## src/rtl/acc_timer_pkg.sv

```systemverilog
package acc_timer_pkg;

    typedef enum logic [1:0] {
        CLK_SYS = 2'd0,
        CLK_PRE = 2'd1,
        CLK_EXT = 2'd2,
        CLK_OFF = 2'd3
    } acc_clk_sel_e;

    typedef enum logic [1:0] {
        RLD_SW   = 2'd0,
        RLD_WRAP = 2'd1,
        RLD_EXT  = 2'd2,
        RLD_PRE  = 2'd3
    } reload_src_e;

    typedef enum logic [2:0] {
        A_ACC    = 3'd0,
        A_STEP   = 3'd1,
        A_CFG1   = 3'd2,
        A_CFG2   = 3'd3,
        A_CFG3   = 3'd4,
        A_PERIOD = 3'd5,
        A_STATUS = 3'd6,
        A_STROBE = 3'd7
    } reg_addr_e;

    localparam int ADDR_W        = 3;
    localparam int CFG1_SHIFT_EN = 0;
    localparam int CFG1_HALF_ARM = 1;
    localparam int CFG1_PULSE    = 2;
    localparam int CFG2_CLK_LO   = 1;
    localparam int CFG3_NEG_ONE  = 1;
    localparam int CFG3_SRC_LO   = 3;
    localparam int ST_IRQ        = 0;

endpackage

```

## src/rtl/ats_sync_edge.sv

```systemverilog
// Multi-stage input synchronizer; exposes the synchronized level and its
// one-cycle-delayed copy so that the parent can derive either edge.
module ats_sync_edge #(
    parameter int STAGES = 2
) (
    input  logic clk,
    input  logic rst_n,
    input  logic din,
    output logic level,
    output logic prev
);
    localparam int LEN = STAGES + 1;

    logic [LEN-1:0] sr_d, sr_q;

    always_comb begin
        sr_d = {sr_q[LEN-2:0], din};
    end

    always_ff @(posedge clk) begin
        if (!rst_n) sr_q <= '0;
        else        sr_q <= sr_d;
    end

    assign level = sr_q[STAGES-1];
    assign prev  = sr_q[STAGES];
endmodule

```

## src/rtl/ats_prescaler.sv

```systemverilog
// Down-counting prescaler with one-shot half-period load.
module ats_prescaler #(
    parameter int W = 8
) (
    input  logic         clk,
    input  logic         rst_n,
    input  logic [W-1:0] period,
    input  logic         arm_set,
    input  logic         sync_fall,
    output logic         tick
);
    typedef struct packed {
        logic [W-1:0] cnt;
        logic         arm;
    } pre_t;

    pre_t ps_d, ps_q;

    always_comb begin
        ps_d = ps_q;
        if (ps_q.cnt == '0) ps_d.cnt = period;
        else                ps_d.cnt = ps_q.cnt - 1'b1;
        if (ps_q.arm && sync_fall) begin
            ps_d.cnt = period >> 1;
            ps_d.arm = 1'b0;
        end
        if (arm_set) ps_d.arm = 1'b1;
    end

    always_ff @(posedge clk) begin
        if (!rst_n) ps_q <= '0;
        else        ps_q <= ps_d;
    end

    assign tick = (ps_q.cnt == '0);
endmodule

```

## src/rtl/ats_step_shift.sv

```systemverilog
// Step operand register with parallel CPU load and right shift.
module ats_step_shift #(
    parameter int W = 8
) (
    input  logic         clk,
    input  logic         rst_n,
    input  logic         wr_en,
    input  logic [W-1:0] wr_data,
    input  logic         shift_en,
    input  logic         ser_bit,
    output logic [W-1:0] step,
    output logic         ser_out
);
    logic [W-1:0] step_d, step_q;

    always_comb begin
        step_d = step_q;
        if (wr_en)         step_d = wr_data;
        else if (shift_en) step_d = {ser_bit, step_q[W-1:1]};
    end

    always_ff @(posedge clk) begin
        if (!rst_n) step_q <= '0;
        else        step_q <= step_d;
    end

    assign step    = step_q;
    assign ser_out = step_q[0];
endmodule

```

## src/rtl/acc_step_timer.sv

```systemverilog
module acc_step_timer
    import acc_timer_pkg::*;
#(
    parameter int W           = 8,
    parameter int SYNC_STAGES = 2
) (
    input  logic              clk,
    input  logic              rst_n,
    input  logic              cpu_we,
    input  logic [ADDR_W-1:0] cpu_addr,
    input  logic [W-1:0]      cpu_wdata,
    output logic [W-1:0]      cpu_rdata,
    input  logic              evt_in,
    input  logic              ser_in,
    output logic              ser_out,
    output logic              tmr_out,
    output logic              irq
);
    localparam int SUM_W = W + 1;

    typedef struct packed {
        logic [W-1:0] acc;
        logic [W-1:0] shadow;
        logic [W-1:0] cfg1;
        logic [W-1:0] cfg2;
        logic [W-1:0] cfg3;
        logic [W-1:0] period;
        logic         pend;
        logic         irq;
        logic         pin;
    } core_t;

    core_t cq, cd;

    logic         evt_lvl, evt_prev, ser_lvl, ser_prev;
    logic         evt_rise, ser_fall;
    logic         pre_tick;
    logic [W-1:0] step_val;
    logic         step_wr, shift_now, arm_set, sw_strobe;
    logic         acc_tick, wrap_evt, reload_req, minus_one, pulse_mode;
    logic [1:0]   clk_sel_raw;
    logic [W-1:0] operand, base;
    logic [SUM_W-1:0] sum;
    logic [W-1:0] acc_val;
    logic         pend_val;
    reg_addr_e    addr_e;

    ats_sync_edge #(.STAGES(SYNC_STAGES)) u_evt_sync (
        .clk(clk), .rst_n(rst_n), .din(evt_in), .level(evt_lvl), .prev(evt_prev)
    );

    ats_sync_edge #(.STAGES(SYNC_STAGES)) u_ser_sync (
        .clk(clk), .rst_n(rst_n), .din(ser_in), .level(ser_lvl), .prev(ser_prev)
    );

    assign evt_rise = evt_lvl & ~evt_prev;
    assign ser_fall = ~ser_lvl & ser_prev;

    assign addr_e    = reg_addr_e'(cpu_addr);
    assign step_wr   = cpu_we && (addr_e == A_STEP);
    assign sw_strobe = cpu_we && (addr_e == A_STROBE);
    assign arm_set   = cpu_we && (addr_e == A_CFG1) && cpu_wdata[CFG1_HALF_ARM];
    assign shift_now = cq.cfg1[CFG1_SHIFT_EN] && pre_tick;

    ats_prescaler #(.W(W)) u_pre (
        .clk(clk), .rst_n(rst_n), .period(cq.period), .arm_set(arm_set),
        .sync_fall(ser_fall), .tick(pre_tick)
    );

    ats_step_shift #(.W(W)) u_step (
        .clk(clk), .rst_n(rst_n), .wr_en(step_wr), .wr_data(cpu_wdata),
        .shift_en(shift_now), .ser_bit(ser_lvl), .step(step_val), .ser_out(ser_out)
    );

    // Accumulator datapath and control
    always_comb begin
        clk_sel_raw = cq.cfg2[CFG2_CLK_LO +: 2];
        minus_one   = cq.cfg3[CFG3_NEG_ONE];
        pulse_mode  = cq.cfg1[CFG1_PULSE];

        unique case (acc_clk_sel_e'(clk_sel_raw))
            CLK_SYS: acc_tick = 1'b1;
            CLK_PRE: acc_tick = pre_tick;
            CLK_EXT: acc_tick = evt_rise;
            default: acc_tick = 1'b0;
        endcase

        operand  = minus_one ? {W{1'b1}} : step_val;
        base     = cq.pend ? cq.shadow : cq.acc;
        sum      = {1'b0, base} + {1'b0, operand};
        wrap_evt = acc_tick && (sum[W] ^ minus_one);

        unique case (reload_src_e'(cq.cfg3[CFG3_SRC_LO +: 2]))
            RLD_SW:   reload_req = sw_strobe;
            RLD_WRAP: reload_req = wrap_evt;
            RLD_EXT:  reload_req = evt_rise;
            default:  reload_req = pre_tick;
        endcase
    end

    always_comb begin
        cd = cq;
        if (cpu_we) begin
            unique case (addr_e)
                A_ACC:    cd.shadow = cpu_wdata;
                A_CFG1:   cd.cfg1   = cpu_wdata;
                A_CFG2:   cd.cfg2   = cpu_wdata;
                A_CFG3:   cd.cfg3   = cpu_wdata;
                A_PERIOD: cd.period = cpu_wdata;
                A_STATUS: if (cpu_wdata[ST_IRQ]) cd.irq = 1'b0;
                default:  ;
            endcase
        end
        if (acc_tick) cd.acc = sum[W-1:0];
        cd.pend = (cq.pend & ~acc_tick) | reload_req;
        if (wrap_evt) cd.irq = 1'b1;
        cd.pin = pulse_mode ? wrap_evt : (cq.pin ^ wrap_evt);
    end

    always_ff @(posedge clk) begin
        if (!rst_n) cq <= '0;
        else        cq <= cd;
    end

    always_comb begin
        unique case (addr_e)
            A_ACC:    cpu_rdata = cq.acc;
            A_STEP:   cpu_rdata = step_val;
            A_CFG1:   cpu_rdata = cq.cfg1;
            A_CFG2:   cpu_rdata = cq.cfg2;
            A_CFG3:   cpu_rdata = cq.cfg3;
            A_PERIOD: cpu_rdata = cq.period;
            A_STATUS: cpu_rdata = {{(W-2){1'b0}}, cq.pend, cq.irq};
            default:  cpu_rdata = '0;
        endcase
    end

    assign acc_val  = cq.acc;
    assign pend_val = cq.pend;
    assign tmr_out  = cq.pin;
    assign irq      = cq.irq;
endmodule

```

## config.mk

```make
export PLATFORM = sky130hd
export DESIGN_NAME = acc_step_timer
export DESIGN_NICKNAME = d
export VERILOG_FILES = /design/src/rtl/acc_timer_pkg.sv /design/src/rtl/ats_sync_edge.sv /design/src/rtl/ats_prescaler.sv /design/src/rtl/ats_step_shift.sv /design/src/rtl/acc_step_timer.sv
export SDC_FILE = /design/constraint.sdc
export NUM_CORES = 1
export LEC_CHECK = 0
export CELL_PAD_IN_SITES_DETAIL_PLACEMENT = 1
export CELL_PAD_IN_SITES_GLOBAL_PLACEMENT = 2
export CORE_MARGIN = 2
export CORE_UTILIZATION = 35
export DETAILED_ROUTE_END_ITERATION = 6
export MAX_ROUTING_LAYER = met4
export PLACE_DENSITY = 0.76
export SLEW_MARGIN = 20
export SYNTH_ARGS = -nofsm -noshare
export SYNTH_HDL_FRONTEND = slang
export SYNTH_HIERARCHICAL = 1
export SYNTH_SLANG_ARGS = --single-unit
```

## constraint.sdc

```tcl
create_clock -name clk -period 5.4 [get_ports clk]
set_input_delay 1.08 -clock clk [delete_from_list [all_inputs] [get_ports clk]]
set_output_delay 1.08 -clock clk [all_outputs]
set_load 0.03 [all_outputs]
```

==> run_summary.xml <==
<?xml version="1.0" encoding="UTF-8"?>
<metrics>
  <group name="timing">
    <metric name="maxSlewHeadroom" unit="%">41.57</metric>
    <metric name="timing.fmax" unit="MHz">210.3</metric>
    <metric name="fin_tns_setup" unit="ns">0</metric>
    <metric name="maxSlewViolCount" unit="">0</metric>
    <metric name="clock-skew-final" unit="ns">0.008700</metric>
    <metric name="timing_hold_violations_final" unit="">0</metric>
    <metric name="post-route-period-util" unit="%">88.08</metric>
    <metric name="setup-violations-final" unit="">0</metric>
    <metric name="finalWorstPathRequiredPeriod" unit="ns">4.756</metric>
    <metric name="max_slew.worst_pin.slew" unit="ns">0.8736</metric>
    <metric name="grt_setup_unrepaired" unit="">false</metric>
  </group>
  <group name="power_and_ir_drop">
    <metric name="seq_power_share" unit="%">39.3</metric>
    <metric name="switching_share" unit="%">29.23</metric>
    <metric name="comb_power_share" unit="%">22.8</metric>
    <metric name="power.share.clock" unit="%">37.8</metric>
    <metric name="vdd.ir_drop.worst" unit="uV">158.3</metric>
    <metric name="switchingPower" unit="W">0.0004694</metric>
    <metric name="power_density" unit="nW/um^2">339.7</metric>
    <metric name="p_int" unit="W">0.001136</metric>
    <metric name="cellLeakagePower" unit="nW">1.868</metric>
  </group>
  <group name="floorplanning">
    <metric name="pin_count" unit="">27</metric>
    <metric name="die_w" unit="microns">111.7</metric>
    <metric name="die_footprint" unit="sq um">12490</metric>
    <metric name="initial_utilization" unit="%">35.73</metric>
    <metric name="core_region_area" unit="sq um">11370</metric>
    <metric name="die_y" unit="microns">111.7</metric>
    <metric name="rows" unit="">39</metric>
  </group>
  <group name="global_route">
    <metric name="grt.total_usage" unit="%">20.50</metric>
    <metric name="grt.met2_usage" unit="%">30.95</metric>
    <metric name="grt_max_degree" unit="">41</metric>
    <metric name="gr-total-overflow" unit="">0</metric>
    <metric name="antenna_found_initial" unit="">0</metric>
    <metric name="grt.met3_usage" unit="%">3.048</metric>
    <metric name="grt_first_pass_wirelength" unit="mm">19.24</metric>
    <metric name="groute.layer.met1.usage" unit="%">27.78</metric>
    <metric name="first_global_vias" unit="">3479</metric>
    <metric name="globalRoute.busiestLayer" unit="">met2</metric>
  </group>
  <group name="finish">
    <metric name="diodes" unit="">0</metric>
    <metric name="drive_above_1_share" unit="%">13.10</metric>
    <metric name="fin_nets" unit="">503</metric>
    <metric name="syn2layout_area_growth" unit="%">16.35</metric>
    <metric name="design_area" unit="sq um">4727</metric>
    <metric name="final.fill_count" unit="">1320</metric>
  </group>
  <group name="route">
    <metric name="routed-via-count" unit="">3394</metric>
    <metric name="drt.antenna.violating_nets" unit="">0</metric>
    <metric name="first_iter_violations" unit="">115</metric>
    <metric name="detail_route.first_pass.iterations" unit="">4</metric>
    <metric name="drt_drc_violations_left" unit="">0</metric>
    <metric name="final_wirelength" unit="mm">11.83</metric>
    <metric name="avgViaCountPerCell" unit="">5.439</metric>
    <metric name="avgRoutedWirePerCell" unit="microns">18.95</metric>
  </group>
  <group name="critical_path">
    <metric name="crit_arrival" unit="ns">3.68</metric>
    <metric name="r2r_cells" unit="">8</metric>
    <metric name="worstReg2RegEnd" unit="">pend_val</metric>
    <metric name="crit_fanout" unit="">19</metric>
    <metric name="path_class" unit="">primary input to output pin</metric>
    <metric name="ff2ff_setup_slack" unit="ns">2.41</metric>
    <metric name="setup.worst_path.start_class" unit="">primary input</metric>
    <metric name="cp-end-kind" unit="">output pin</metric>
    <metric name="cp.required" unit="ns">4.32</metric>
    <metric name="worstReg2RegStart" unit="">pend_val</metric>
  </group>
  <group name="logic_synthesis">
    <metric name="avgSynthCellArea" unit="sq um">8.909</metric>
    <metric name="synth_edf_count" unit="">0</metric>
    <metric name="synth_seq_cells" unit="">74</metric>
    <metric name="most_numerous_cell_in_the_yosys_netlist" unit="">sky130_fd_sc_hd__nand2_1</metric>
    <metric name="leading_cell_types_by_total_area_after_synthesis" unit="">sky130_fd_sc_hd__dfxtp_1 (36%), sky130_fd_sc_hd__nand2_1 (9.1%), sky130_fd_sc_hd__a21boi_0 (7.0%)</metric>
    <metric name="ys_seq_area_share" unit="%">36.46</metric>
    <metric name="synth_top_cells_by_count" unit="">sky130_fd_sc_hd__nand2_1 (98), sky130_fd_sc_hd__dfxtp_1 (74), sky130_fd_sc_hd__a21boi_0 (38), sky130_fd_sc_hd__mux2_2 (17), sky130_fd_sc_hd__mux2i_1 (15)</metric>
    <metric name="syn_inst" unit="">456</metric>
    <metric name="yosys.area.top_type_share" unit="%">36.46</metric>
    <metric name="ys.flop_type" unit="">sky130_fd_sc_hd__dfxtp_1</metric>
    <metric name="synth_async_sr_flop_share" unit="%">0</metric>
    <metric name="synthesis.yosys.warnings" unit="">6</metric>
    <metric name="synth.net_count" unit="">483</metric>
    <metric name="yosysTopAreaCell" unit="">sky130_fd_sc_hd__dfxtp_1</metric>
    <metric name="mappedNetlistArea" unit="sq um">4063</metric>
    <metric name="yosys.cell_types.count" unit="">61</metric>
  </group>
  <group name="cts">
    <metric name="clk_root_buffer_cell" unit="">sky130_fd_sc_hd__clkbuf_16</metric>
    <metric name="tritoncts.num_buffers" unit="">9</metric>
    <metric name="cts.clk_slew.worst_paths" unit="ns">0.05</metric>
    <metric name="cts_sinks" unit="">74</metric>
    <metric name="cts_hold_repair.buffers" unit="">0</metric>
    <metric name="clkLatencyLatePin" unit="ns">0.34</metric>
    <metric name="cts.repair_timing.setup_buffer_count" unit="">0</metric>
    <metric name="clock_path_buffers" unit="">2</metric>
    <metric name="htree_levels" unit="">3</metric>
    <metric name="clock_tree_from_tritoncts" unit="">built</metric>
    <metric name="cts_repair_resize_count" unit="">0</metric>
  </group>
  <group name="place">
    <metric name="dpl_cell_area" unit="sq um">4428</metric>
    <metric name="finalWeightedCongestion" unit="">0.8353</metric>
    <metric name="portBuffers" unit="">26</metric>
    <metric name="hpwlAfterDp" unit="mm">8.588</metric>
  </group>
  <group name="min_path">
    <metric name="terminating_pin_of_the_worst_hold_path" unit="">u_ser_sync/sr_q[1]</metric>
    <metric name="worst_hold_path.num_cells" unit="">1</metric>
    <metric name="hp-start" unit="">u_ser_sync/sr_q[0]</metric>
    <metric name="worst_hold_path_type" unit="">flop to flop</metric>
  </group>
  <group name="run_status">
    <metric name="run_status" unit="">finished clean</metric>
  </group>
  <group name="run">
    <metric name="max_cap_violations" unit="">0</metric>
  </group>
</metrics>
[metrics by stage]
step	power [W]	std cells	hold WS (ns)	util [%]	setup slack, ns
2_1_floorplan	0.0009067	456	0.4057	-	1.913
3_3_place_gp	0.0009979	608	0.4117	38.95	0.6710
3_5_place_dp	0.001010	608	0.4198	38.95	0.6246
4_1_cts	0.001627	624	0.4339	41.58	0.6306
5_1_grt	0.001693	624	0.4638	41.58	0.4587
6_report	0.001606	624	0.4292	41.58	0.6438
[placed cells by master, fill, tap and decap left out, types with 4 or more instances in the layout]
master                            count
sky130_fd_sc_hd__a21boi_0            38
sky130_fd_sc_hd__nor2_1              14
sky130_fd_sc_hd__nand3_1              7
sky130_fd_sc_hd__nand3b_1             4
sky130_fd_sc_hd__a21oi_1             12
sky130_fd_sc_hd__inv_1                9
sky130_fd_sc_hd__nand2_1             98
sky130_fd_sc_hd__or2_2                8
sky130_fd_sc_hd__nor2b_1             11
sky130_fd_sc_hd__o211a_1              9
sky130_fd_sc_hd__clkbuf_16            9
sky130_fd_sc_hd__o22ai_1              4
sky130_fd_sc_hd__ha_1                10
sky130_fd_sc_hd__mux2_2              17
sky130_fd_sc_hd__xnor2_1              5
sky130_fd_sc_hd__and2_1               9
sky130_fd_sc_hd__clkdlybuf4s50_1     25
sky130_fd_sc_hd__dfxtp_1             74
sky130_fd_sc_hd__buf_4                5
sky130_fd_sc_hd__o21ai_0              8
sky130_fd_sc_hd__a22oi_1              5
sky130_fd_sc_hd__mux2i_1             15
sky130_fd_sc_hd__mux2_4               8
sky130_fd_sc_hd__or2b_1               8
sky130_fd_sc_hd__nand2b_1             7
[critical path, cell delays in order]
cell and delay [ns]:
sky130_fd_sc_hd__clkdlybuf4s50_1 1.04, sky130_fd_sc_hd__buf_4 0.31, sky130_fd_sc_hd__mux2_2 0.35, sky130_fd_sc_hd__a21oi_1 0.15, sky130_fd_sc_hd__o22ai_1 0.10, sky130_fd_sc_hd__clkdlybuf4s50_1 0.63
[routing by layer]
| metal | part of all wire (%) | vias to the layer above | wire length, microns |
|---|---|---|---|
| li1 | - | 1651 | - |
| met1 | 50 | 1658 | 5877 |
| met2 | 44 | 68 | 5210 |
| met3 | 4.2 | 17 | 493 |
| met4 | 2.1 | 0 | 243 |
| met5 | 0 | - | 0 |
[layout make-up]
| type | instances | area, sq um | share of cell area [%] |
|---|---|---|---|
| clock buffer | 14 | 264.0 | 5.585 |
| clock inverter | 2 | 35.03 | 0.7411 |
| inverter | 9 | 33.78 | 0.7147 |
| multi-input combinational | 351 | 2441 | 51.64 |
| sequential | 74 | 1481 | 31.34 |
| tap | 143 | 178.9 | 3.785 |
| timing repair buffer | 31 | 292.8 | 6.194 |
[sequential cells by signal (all words and copies together) (netlist names)]
register         cells
cq                  38
u_pre/ps_q           9
acc_val              8
u_step/step          8
u_evt_sync/sr_q      3
u_ser_sync/sr_q      3
clk_sel_raw          2
irq                  1
pend_val             1
tmr_out              1
[logic make-up (layout without fill, tap and decap cells)]
family / after synthesis / in the layout / synth area share, %
muxes: 43 / 43 / 13.03
buffers and inverters: 31 / 56 / 3.449
and+or+nand+nor: 181 / 181 / 21.77
adders and majority gates: 11 / 11 / 3.573
AOI/OAI and AO/OA: 109 / 109 / 20.20
xor gates and xnor gates: 7 / 7 / 1.509
DFF: 74 / 74 / 36.46
[worst max-delay path by stage]
stage / start / end / slack [ns] / cells past startpoint
floorplan: cpu_addr[0] / cpu_rdata[5] / 1.91 / 7
global placement: cpu_addr[0] / cpu_rdata[5] / 0.67 / 6
detailed placement: cpu_addr[0] / cpu_rdata[5] / 0.62 / 6
CTS: cpu_addr[0] / cpu_rdata[5] / 0.63 / 6
global route: cpu_addr[0] / cpu_rdata[5] / 0.46 / 6
finish: cpu_addr[0] / cpu_rdata[5] / 0.64 / 6
[power groups by stage]
| stage | Combinational [W] | Sequential (W) | Clock, W |
|---|---|---|---|
| floorplan | 0.000277 | 0.000630 | 0 |
| global placement | 0.000355 | 0.000643 | 0 |
| detailed placement | 0.000365 | 0.000644 | 0 |
| CTS | 0.000368 | 0.000633 | 0.000626 |
| global route | 0.000405 | 0.000639 | 0.000649 |
| finish | 0.000366 | 0.000632 | 0.000608 |
Note: power is estimated with default switching activity, not from simulation.
